===== src/rtl/fpm_pkg.sv =====
// fpm_pkg: shared types for the excess-256 multiplier.
// Assumes: nothing; pure type definitions.
package fpm_pkg;

    // Trap codes reported with the product
    typedef enum logic [1:0] {
        TRAP_NONE  = 2'd0,
        TRAP_UNDER = 2'd1,
        TRAP_OVER  = 2'd2
    } trap_e;

    // Sequencer states
    typedef enum logic [1:0] {
        ST_IDLE = 2'd0,
        ST_RUN  = 2'd1,
        ST_PACK = 2'd2
    } state_e;

endpackage


===== src/rtl/fpm_unpack.sv =====
// fpm_unpack: splits a packed word into sign, unbiased exponent and
// mantissa with the hidden bit restored.
// Assumes: zero is exponent and fraction fields all zero, any sign.
module fpm_unpack #(
    parameter int EXP_W  = 9,
    parameter int FRAC_W = 22
) (
    input  logic [EXP_W+FRAC_W:0]     word,
    output logic                      sign,
    output logic signed [EXP_W+1:0]   exp_u,
    output logic [FRAC_W:0]           mant,
    output logic                      is_zero
);
    localparam int WORD_W = 1 + EXP_W + FRAC_W;
    localparam int EW     = EXP_W + 2;
    localparam logic signed [EW-1:0] BIAS = EW'(1 << (EXP_W - 1));

    logic [EXP_W-1:0]  field;
    logic [FRAC_W-1:0] frac;

    // Field extraction and hidden-bit restoration
    always_comb begin
        field   = word[WORD_W-2 -: EXP_W];
        frac    = word[FRAC_W-1:0];
        is_zero = (field == '0) && (frac == '0);
        sign    = word[WORD_W-1];
        exp_u   = $signed({2'b00, field}) - BIAS;
        mant    = is_zero ? '0 : {1'b1, frac};
    end
endmodule


===== src/rtl/fpm_shift_add.sv =====
// fpm_shift_add: unsigned N x N multiplier, one partial product per step,
// multiplier examined from its LSB.
// Assumes: step is asserted exactly N times after load.
module fpm_shift_add #(
    parameter int N = 23
) (
    input  logic           clk,
    input  logic           rst_n,
    input  logic           load,
    input  logic           step,
    input  logic [N-1:0]   mcand_in,
    input  logic [N-1:0]   mplier_in,
    output logic [2*N-1:0] prod,
    output logic           last
);
    localparam int CW = $clog2(N + 1);

    logic [2*N-1:0] mc_q;
    logic [N-1:0]   mp_q;
    logic [CW-1:0]  cnt_q;

    // Accumulate the shifted multiplicand when the current multiplier bit is 1
    always_ff @(posedge clk) begin
        if (!rst_n) begin
            prod  <= '0;
            mc_q  <= '0;
            mp_q  <= '0;
            cnt_q <= '0;
        end else if (load) begin
            prod  <= '0;
            mc_q  <= {{N{1'b0}}, mcand_in};
            mp_q  <= mplier_in;
            cnt_q <= '0;
        end else if (step) begin
            if (mp_q[0]) prod <= prod + mc_q;
            mc_q  <= mc_q << 1;
            mp_q  <= mp_q >> 1;
            cnt_q <= cnt_q + 1'b1;
        end
    end

    // Flag the final partial product
    always_comb last = (cnt_q == CW'(N - 1));

    AST_STEP_BOUND: assert property (@(posedge clk) disable iff (!rst_n)
        step |-> (cnt_q < CW'(N)));
endmodule


===== src/rtl/fpm_pack.sv =====
// fpm_pack: normalizes the raw product (one right shift at most), rounds
// by half an LSB, packs the word and classifies the exponent.
// Assumes: prod is the product of two mantissas with hidden bits set,
// so bit 2N-1 or bit 2N-2 is one unless the zero flag is set.
module fpm_pack #(
    parameter int EXP_W  = 9,
    parameter int FRAC_W = 22
) (
    input  logic [2*FRAC_W+1:0]     prod,
    input  logic signed [EXP_W+1:0] exp_sum,
    input  logic                    sign,
    input  logic                    zero,
    output logic [EXP_W+FRAC_W:0]   word,
    output logic [1:0]              trap
);
    import fpm_pkg::*;

    localparam int N  = FRAC_W + 1;
    localparam int P  = 2 * N;
    localparam int EW = EXP_W + 2;
    localparam logic signed [EW-1:0] BIAS  = EW'(1 << (EXP_W - 1));
    localparam logic signed [EW-1:0] E_MIN = -BIAS;
    localparam logic signed [EW-1:0] E_MAX = BIAS - 1;

    logic                   high;
    logic [N-1:0]           keep;
    logic                   rbit;
    logic [N:0]             rsum;
    logic signed [EW-1:0]   inc;
    logic signed [EW-1:0]   e_fin;
    logic signed [EW-1:0]   biased;
    logic [FRAC_W-1:0]      frac;
    trap_e                  tcode;

    // Normalize, round and pack
    always_comb begin
        high   = prod[P-1];
        keep   = high ? prod[P-1 -: N] : prod[P-2 -: N];
        rbit   = high ? prod[P-1-N]    : prod[P-2-N];
        rsum   = {1'b0, keep} + {{N{1'b0}}, rbit};
        inc    = EW'(high) + EW'(rsum[N]);
        e_fin  = exp_sum + inc;
        biased = e_fin + BIAS;
        frac   = rsum[FRAC_W-1:0];
        if (zero)                                       tcode = TRAP_NONE;
        else if (e_fin < E_MIN || (e_fin == E_MIN && frac == '0)) tcode = TRAP_UNDER;
        else if (e_fin > E_MAX)                         tcode = TRAP_OVER;
        else                                            tcode = TRAP_NONE;
        word = zero ? '0 : {sign, biased[EXP_W-1:0], frac};
        trap = tcode;
    end
endmodule


===== src/rtl/fpm_mul.sv =====
// fpm_mul: sequential multiplier for 32-bit sign-magnitude excess-256
// floating-point words. Accepts start when idle, runs one partial product
// per cycle, then packs the product with a trap code.
// Assumes: operands are valid at the accepting edge only.
module fpm_mul #(
    parameter int EXP_W  = 9,
    parameter int FRAC_W = 22
) (
    input  logic                    clk,
    input  logic                    rst_n,
    input  logic                    start,
    input  logic [EXP_W+FRAC_W:0]   op_a,
    input  logic [EXP_W+FRAC_W:0]   op_b,
    output logic                    busy,
    output logic                    done,
    output logic [EXP_W+FRAC_W:0]   result,
    output logic [1:0]              trap
);
    import fpm_pkg::*;

    localparam int WORD_W = 1 + EXP_W + FRAC_W;
    localparam int N      = FRAC_W + 1;
    localparam int EW     = EXP_W + 2;

    state_e                 state_q;
    logic                   sa, sb, za, zb;
    logic signed [EW-1:0]   ea, eb;
    logic [N-1:0]           ma, mb;
    logic                   sign_q, zero_q;
    logic signed [EW-1:0]   exp_q;
    logic                   accept, load, step, last;
    logic [2*N-1:0]         prod;
    logic [WORD_W-1:0]      pk_word;
    logic [1:0]             pk_trap;

    fpm_unpack #(.EXP_W(EXP_W), .FRAC_W(FRAC_W)) u_unp_a (
        .word(op_a), .sign(sa), .exp_u(ea), .mant(ma), .is_zero(za));

    fpm_unpack #(.EXP_W(EXP_W), .FRAC_W(FRAC_W)) u_unp_b (
        .word(op_b), .sign(sb), .exp_u(eb), .mant(mb), .is_zero(zb));

    fpm_shift_add #(.N(N)) u_core (
        .clk(clk), .rst_n(rst_n), .load(load), .step(step),
        .mcand_in(ma), .mplier_in(mb), .prod(prod), .last(last));

    fpm_pack #(.EXP_W(EXP_W), .FRAC_W(FRAC_W)) u_pack (
        .prod(prod), .exp_sum(exp_q), .sign(sign_q), .zero(zero_q),
        .word(pk_word), .trap(pk_trap));

    // Handshake decode
    always_comb begin
        accept = (state_q == ST_IDLE) && start;
        load   = accept;
        step   = (state_q == ST_RUN);
        busy   = (state_q != ST_IDLE);
    end

    // Sequencer, operand side-information capture and result register
    always_ff @(posedge clk) begin
        if (!rst_n) begin
            state_q <= ST_IDLE;
            sign_q  <= 1'b0;
            zero_q  <= 1'b0;
            exp_q   <= '0;
            done    <= 1'b0;
            result  <= '0;
            trap    <= '0;
        end else begin
            done <= 1'b0;
            case (state_q)
                ST_IDLE: if (accept) begin
                    sign_q  <= sa ^ sb;
                    zero_q  <= za | zb;
                    exp_q   <= ea + eb;
                    state_q <= ST_RUN;
                end
                ST_RUN: if (last) state_q <= ST_PACK;
                ST_PACK: begin
                    result  <= pk_word;
                    trap    <= pk_trap;
                    done    <= 1'b1;
                    state_q <= ST_IDLE;
                end
                default: state_q <= ST_IDLE;
            endcase
        end
    end

    AST_DONE_EXCL: assert property (@(posedge clk) disable iff (!rst_n)
        !(done && busy));
    AST_DONE_PULSE: assert property (@(posedge clk) disable iff (!rst_n)
        done |=> !done);
    AST_ACCEPT: assert property (@(posedge clk) disable iff (!rst_n)
        (start && !busy) |=> busy);
    AST_IGNORE_START: assert property (@(posedge clk) disable iff (!rst_n)
        (start && busy) |=> ($stable(sign_q) && $stable(exp_q) && $stable(zero_q)));
    AST_HOLD: assert property (@(posedge clk) disable iff (!rst_n)
        ($past(rst_n) && !done) |-> ($stable(result) && $stable(trap)));
    AST_ZERO_OUT: assert property (@(posedge clk) disable iff (!rst_n)
        (done && zero_q) |-> (result == '0 && trap == 2'd0));
    AST_SIGN: assert property (@(posedge clk) disable iff (!rst_n)
        (done && !zero_q) |-> (result[WORD_W-1] == sign_q));
    AST_TRAP_CODE: assert property (@(posedge clk) disable iff (!rst_n)
        trap != 2'd3);
endmodule


===== config.mk =====
export PLATFORM = sky130hd
export DESIGN_NAME = fpm_mul
export DESIGN_NICKNAME = d
export VERILOG_FILES = /design/src/rtl/fpm_pkg.sv /design/src/rtl/fpm_unpack.sv /design/src/rtl/fpm_shift_add.sv /design/src/rtl/fpm_pack.sv /design/src/rtl/fpm_mul.sv
export SDC_FILE = /design/constraint.sdc
export NUM_CORES = 1
export LEC_CHECK = 0
export CORE_ASPECT_RATIO = 1.5
export CORE_MARGIN = 8
export CORE_UTILIZATION = 60
export DETAILED_ROUTE_END_ITERATION = 8
export DONT_BUFFER_PORTS = 1
export PLACE_DENSITY = 0.82
export SLEW_MARGIN = 40
export SYNTH_ARGS = -nofsm -noshare
export SYNTH_HDL_FRONTEND = slang
export SYNTH_SLANG_ARGS = --single-unit

===== constraint.sdc =====
create_clock -name clk -period 11.4 [get_ports clk]
set_input_delay 0.57 -clock clk [delete_from_list [all_inputs] [get_ports clk]]
set_output_delay 0.57 -clock clk [all_outputs]
set_load 0.005 [all_outputs]

==> results of run 1 <==
[cell families (layout without fill, tap and decap cells)]
family	count (synthesis)	in the layout
and+or+nand+nor	551	551
adders and majority gates	64	64
muxes	14	14
DFF	170	170
xor gates and xnor gates	53	53
AOI/OAI and AO/OA	428	428
buffers and inverters	127	84
[power by group]
part | internal, W | switching, W | leakage [nW]
Sequential | 0.000615 | 0.0000180 | 1.38
Clock | 0.000319 | 0.000257 | 0.287
Combinational | 0.0000444 | 0.0000869 | 2.53
[sequential cells by signal, summed over array words and instances (netlist names)]
name,cells
done,1
exp_q,11
result,32
sign_q,1
state_q,2
trap,2
u_core.cnt_q,5
u_core.mc_q,46
u_core.mp_q,23
u_core.prod,46
zero_q,1
[per-stage QoR]
step	setup WS, ns	area (um^2)	instances	hold WS, ns	utilization, %
after floorplan	5.73	10600	1407	0.436	-
after global placement	6.32	10600	1545	0.444	61.2
after detailed placement	6.23	10600	1545	0.453	61.2
after CTS	6.23	11200	1576	0.253	64.5
after global routing	5.74	11200	1577	0.264	64.5
final	6.16	11200	1577	0.267	64.5
[synth_stat cells, types with 18 or more instances]
master,n,area [um^2]
nand3_1,46,230
dfxtp_1,170,3400
xor2_1,24,210
nor2_1,108,405
clkbuf_1,77,289
ha_1,61,763
nor3_1,24,120
inv_1,39,146
nand4_1,20,125
nand2b_1,18,113
a21o_1,28,210
a21oi_1,173,866
nor4_1,20,125
a211oi_1,18,135
a311oi_1,27,236
nand2_1,247,927
a22oi_1,26,195
o21ai_0,89,445
xnor2_1,29,254
[metal layers]
metal | share of wire (%) | vias up | routed length (um)
li1 | - | 4936 | -
met1 | 38 | 4826 | 11200
met2 | 51 | 362 | 15100
met3 | 5.8 | 107 | 1690
met4 | 4.8 | 0 | 1410
met5 | 0 | - | 0
[area by class of cell]
type,count,share of cell area [%]
Multi-Input combinational cell,1110,59.8
Sequential cell,170,30.4
Clock buffer,19,4.05
Tap cell,213,2.38
Inverter,40,1.34
Clock inverter,12,1.15
Timing Repair Buffer,13,0.849
[worst max-delay path by stage]
| stage | startpoint | endpoint | slack (ns) | cells after the start |
|---|---|---|---|---|
| CTS | u_core.prod[45] | trap[0] | 6.23 | 19 |
| finish | u_core.prod[45] | trap[0] | 6.16 | 19 |
| global placement | u_core.prod[45] | trap[0] | 6.32 | 19 |
| global route | u_core.prod[45] | trap[0] | 5.74 | 19 |
| floorplan | u_core.prod[45] | trap[0] | 5.73 | 24 |
| detailed placement | u_core.prod[45] | trap[0] | 6.23 | 19 |
==> flow_metrics.py, run 1 <==
metrics = {
    "critical_path": {
        "rr_endpoint": "trap[0]",
        "cp_slowest_cell": "a2111oi_4",
        "cp_top_family": "simple AND/OR/NAND/NOR gates",
        "max_stage_delay_ns": 0.52,
        "r2r_start": "u_core.prod[45]",
        "arrival_ns": 5.62,
        "worst-path-max-fanout": 60,
        "cp.required_ns": 11.78,
        "reg2reg_depth": 19,
        "r2r_slack_ns": 6.16,
        "crit_chain": "buf_4 -> nand2_1 -> a2111oi_4 -> nand4b_4 -> nor4_4 -> nand2_1 -> nor2_1 -> ha_1 -> ha_1 -> fa_1 -> nor2_1 -> or4b_1 -> or4_1 -> nor4_1 -> nand3b_1 -> nor3_1 -> nand3b_1 -> nor4_1 -> a31o_1",
        "path_buf_inv": 1,
        "worst_setup_path_start_kind": "flip-flop",
        "path_class": "reg -> reg",
        "worst_setup_path_end_kind": "flip-flop",
    },
    "hold_path": {
        "hold_path_end": "u_core.mc_q[12]",
        "hp-class": "in -> reg",
        "hold_path.startpoint": "op_a[12]",
        "min_path_cells": 2,
    },
    "global_routing": {
        "antenna_found_initial": 0,
        "met2_usage_pct": 47.1,
        "top_usage_layer": "met2",
        "use_met3_pct": 4.64,
        "grt_usage_pct": 25.4,
        "grt_max_degree": 81,
        "grt_pass1_vias": 9928,
        "grt_pass1_wl_um": 47200,
        "met1_usage_pct": 26.0,
        "grt_overflow": 0,
    },
    "floorplan": {
        "dieHeight_um": 179,
        "core_area_mm2": 0.0173,
        "chipWidth_um": 124,
        "dieArea_mm2": 0.0222,
        "num_io_pins": 103,
        "rows": 59,
        "initial_core_util_pct": 60.9,
    },
    "pwr": {
        "ir_drop_v": 0.0000912,
        "p_leak_nw": 4.20,
        "power.total_w": 0.00134,
        "pwr_density_cell_mw_per_mm2": 120,
    },
    "synthesis": {
        "synth-seq-cells": 170,
        "synth_top_family_by_area": "compound AO/OA/AOI/OAI gates",
        "synthAdderAreaFrac_pct": 7.79,
        "syn-num-nets": 1538,
        "synth-edff-count": 0,
        "synth-main-ff-cell": "dfxtp_1",
        "syn_avg_cell_area_um2": 7.51,
        "synthMuxAreaShare_pct": 1.38,
        "ys_types": 73,
        "synthCells": 1407,
        "yosysSeqAreaShare_pct": 32.2,
        "synthesis.area_mm2": 0.0106,
        "synth-warning-count": 0,
        "synth-simple-area-share_pct": 24.3,
        "synth-compound-area-share_pct": 25.3,
        "synth_xor_area_share_pct": 4.39,
        "async_flop_share_pct": 0,
    },
    "clock_tree": {
        "cts_hold_buf": 0,
        "htreeDepth": 4,
        "cts_root_buffer": "clkbuf_16",
        "clkTransAtPathRegs_ns": 0.07,
        "cts_sinks": 170,
        "clockBufferDepth": 2,
        "cts_setup_buffers": 0,
        "cts-buffers-inserted": 17,
        "worstSkewPairLatency_ns": 0.44,
        "cts_resized": 0,
        "cts_tree": "done",
    },
    "routing": {
        "drt-pass1-iter-count": 5,
        "final_antenna_net_count": 0,
        "post_drt_wl_per_cell_um": 18.6,
        "route.detailed.drc": 0,
        "drt_wl_total_um": 29400,
        "drtIter0Drc": 733,
        "routed_via_density": 6.49,
        "vias": 10200,
    },
    "timing": {
        "fin_crit_ns": 5.24,
        "worst_pin_slew_ns": 0.772,
        "fin_crit_sh_pct": 46.0,
        "finalSetupViolCount": 0,
        "fin_skew_ns": 0.0103,
        "fin_tns_setup_ns": 0,
        "timing.fmax_mhz": 191,
        "rsz0062_at_grt": "no",
        "relSlewSlack_pct": 48.6,
        "slew_violations": 0,
        "hold_violations": 0,
    },
    "layout": {
        "final_nets": 1483,
        "fill_cells": 1457,
        "regArea_mm2": 0.00340,
        "drive_gt1_share_pct": 5.35,
        "n_antenna_cell": 0,
        "mostFrequentLayoutCells": "244 x nand2_1, 173 x a21oi_1, 169 x dfxtp_1",
        "layout-area-overhead-vs-synth_pct": 5.92,
        "multi_input_area_mm2": 0.00670,
        "mostFrequentLayoutCell": "nand2_1",
    },
    "placement": {
        "dpl.hpwl_um": 20800,
        "numPortBuffers": 0,
        "gp_congestion": 0.979,
    },
    "outcome": {
        "outcome": "complete, no violations",
    },
    "flow_run": {
        "drv_cap": 0,
    },
}
Note: power is estimated with default switching activity, not from simulation.
==> run 2, diff against run 1 <==
ABC_AREA = 1   (was default)
clock period = 5.33 ns   (was 11.4 ns; I/O delays follow)
==> run 2 against run 1 <==
Compared with the run above: synthesized cell count increased by 26%; critical endpoint unchanged; register-to-register slack got worse by 5.1 ns; core utilization increased by 3.1 points.
==> flow_metrics.py, run 2 <==
metrics = {
    "outcome": {
        "outcome": "complete, no violations",
    },
    "synthesis": {
        "synth-seq-cells": 170,
        "syn-num-nets": 1901,
        "synthCells": 1770,
        "yosys.area.top_type": "dfxtp_1",
        "synthesis.area_mm2": 0.0113,
        "syn_avg_cell_area_um2": 6.41,
        "synthTopCellsByArea": "dfxtp_1 30%, nand2_1 15%, a21oi_1 8.4%",
        "synth_common_cells": "462 x nand2_1, 202 x inv_1, 190 x a21oi_1",
        "synth-main-ff-cell": "dfxtp_1",
        "synth-warning-count": 0,
        "async_flop_share_pct": 0,
        "yosysMostFrequentCell": "nand2_1",
        "ys_types": 48,
        "yosys.area.top_type_share_pct": 30.0,
        "yosysSeqAreaShare_pct": 30.0,
        "synth-edff-count": 0,
    },
    "clock_tree": {
        "cts_setup_buffers": 0,
        "cts-buffers-inserted": 17,
        "cts_root_buffer": "clkbuf_16",
        "clockBufferDepth": 2,
        "htreeDepth": 4,
        "cts_sinks": 170,
        "cts_tree": "done",
        "worstSkewPairLatency_ns": 0.45,
        "clkTransAtPathRegs_ns": 0.07,
        "cts_resized": 0,
    },
    "routing": {
        "routed-wl-met3_um": 2250,
        "top_layer": "met4",
        "routed_via_density": 5.87,
        "post_drt_wl_per_cell_um": 18.2,
        "drtIter0Drc": 881,
        "drt_wl_total_um": 37200,
        "met2WireLength_um": 18900,
        "drt-pass1-iter-count": 7,
        "wl_met1_um": 13300,
        "vias": 12000,
        "route.detailed.drc": 0,
        "final_antenna_net_count": 0,
    },
    "pwr": {
        "switching_share_pct": 29.1,
        "p_int_w": 0.00222,
        "p_sw_w": 0.000914,
        "combPwrFrac_pct": 14.5,
        "pwr_density_cell_mw_per_mm2": 250,
        "clkPwrFrac_pct": 41.3,
        "ir_drop_v": 0.000221,
        "pwr-share-seq_pct": 44.2,
        "p_leak_nw": 5.40,
        "power.total_w": 0.00314,
    },
    "critical_path": {
        "crit_chain": "nand2_1 -> o21ai_0 -> ha_1 -> inv_1 -> nor2_4 -> nand3_2 -> inv_2 -> nand4_1 -> nor3_1 -> ha_1 -> ha_1 -> fa_1 -> nand2_1 -> nor4_1 -> nand3_1 -> xnor2_1 -> nand3_1 -> nor2_1 -> nand2_1 -> nand2_1 -> nand2_1 -> a21oi_2",
        "crit_top_cell": "nand2_1",
        "worst_setup_path_start_kind": "flip-flop",
        "worst-path-max-fanout": 42,
        "arrival_ns": 4.70,
        "worst_setup_path_end_kind": "flip-flop",
        "cp_top_family": "simple AND/OR/NAND/NOR gates",
        "cp_slowest_cell": "dfxtp_2",
        "cp.required_ns": 5.71,
        "path_buf_inv": 2,
        "path_class": "reg -> reg",
        "max_stage_delay_ns": 0.80,
    },
    "timing": {
        "holdWs_ns": 0.0155,
        "fin_skew_ns": 0.0104,
        "fin_tns_setup_ns": 0,
        "fin_crit_ns": 4.32,
        "relSlewSlack_pct": 51.3,
        "rsz0062_at_grt": "no",
        "finalSetupViolCount": 0,
        "slew_violations": 0,
        "timing.fmax_mhz": 231,
        "hold_violations": 0,
        "worst_pin_slew_ns": 0.730,
        "fin_crit_sh_pct": 81.0,
    },
    "layout": {
        "mostFrequentLayoutCell": "nand2_1",
        "drive_gt1_share_pct": 5.30,
        "reg_top3": "u_core.mc_q: 46 flops, u_core.prod: 46 flops, result: 32 flops",
        "final_cells": 2046,
        "final_nets": 1912,
        "mostFrequentLayoutCells": "462 x nand2_1, 200 x inv_1, 190 x a21oi_1",
        "n_antenna_cell": 0,
        "final_area_mm2": 0.0125,
        "layout-area-overhead-vs-synth_pct": 10.5,
    },
    "placement": {
        "dpl.hpwl_um": 27400,
        "placed_area_mm2": 0.0115,
        "dpl.cell_count": 1970,
        "numPortBuffers": 0,
        "gp_congestion": 1.02,
    },
    "floorplan": {
        "dieArea_mm2": 0.0236,
        "core_area_mm2": 0.0185,
        "dieHeight_um": 184,
        "rows": 61,
        "num_io_pins": 103,
        "chipWidth_um": 128,
        "initial_core_util_pct": 61.2,
    },
    "global_routing": {
        "antenna_found_initial": 0,
        "grt_pass1_wl_um": 58000,
        "grt_pass1_vias": 11500,
        "grt_usage_pct": 31.2,
        "grt_overflow": 0,
        "grt_max_degree": 75,
    },
    "flow_run": {
        "drv_cap": 0,
    },
    "hold_path": {
        "hp-class": "in -> reg",
    },
}
[run 2: cell types whose count changed after synthesis, moves of 18 or more]
cell / change
a311oi_1: -27
a21o_1: -20
nand3_1: +40
nand2b_1: -18
clkbuf_1: -24
nand2_2: +19
nand2_1: +215
a22oi_1: -26
nor2_1: +28
inv_1: +163
o21ai_0: +93
[run 2: worst paths after layout]
kind	from	slack [ns]	cells after the start	end
worst max-delay path	u_core.prod[45]	1.01	22	trap[0]
worst min-delay path	op_a[31]	0.02	2	sign_q
worst max register to register	u_core.prod[45]	1.01	22	trap[0]
worst min register to register	u_core.prod[0]	0.47	2	u_core.prod[0]
[run 2: layer usage]
metal,track usage (%),vias up
met5,0,-
met1,31.2,5500
met3,5.70,167
met2,56.3,496
met4,23.4,0
li1,-,5847
[run 2: cell families (layout without fill, tap and decap cells)]
group | count (synthesis) | count (layout) | synth area share (%)
compound gates | 448 | 448 | 21.3
fa+ha+maj | 64 | 64 | 7.26
simple gates | 777 | 777 | 28.9
buf+inv | 270 | 294 | 9.38
flops | 170 | 170 | 30.0
xor+xnor | 41 | 41 | 3.17
[run 2: layout make-up]
class                      count  area, um^2
clock buffer                  20         457
clock inverter                12         151
fill                        1611        6010
inverter                     206         781
multi-input combinational   1330        6890
sequential                   170        3400
tap                          252         315
timing repair buffer          56         541
[run 2: what timing repair did]
item	4_1_cts	5_1_grt
hold buffers	41	3
hold endpoints to repair	46	3
setup endpoints to repair	0	0
[run 2: per-stage QoR]
stage / worst slack [ns] / utilization [%]
after floorplan: 1.90 / -
after global placement: 1.27 / 61.8
after detailed placement: 1.11 / 61.9
after CTS: 1.08 / 67.4
after global routing: 0.473 / 67.6
final: 1.01 / 67.6
[run 2: power by group through the flow]
stage               Sequential, W  Clock [W]  Combinational, W
floorplan                 0.00139          0          0.000318
finish                    0.00139    0.00129          0.000454
global placement          0.00141          0          0.000396
CTS                       0.00138    0.00130          0.000439
detailed placement        0.00141          0          0.000404
global route              0.00139    0.00135          0.000501
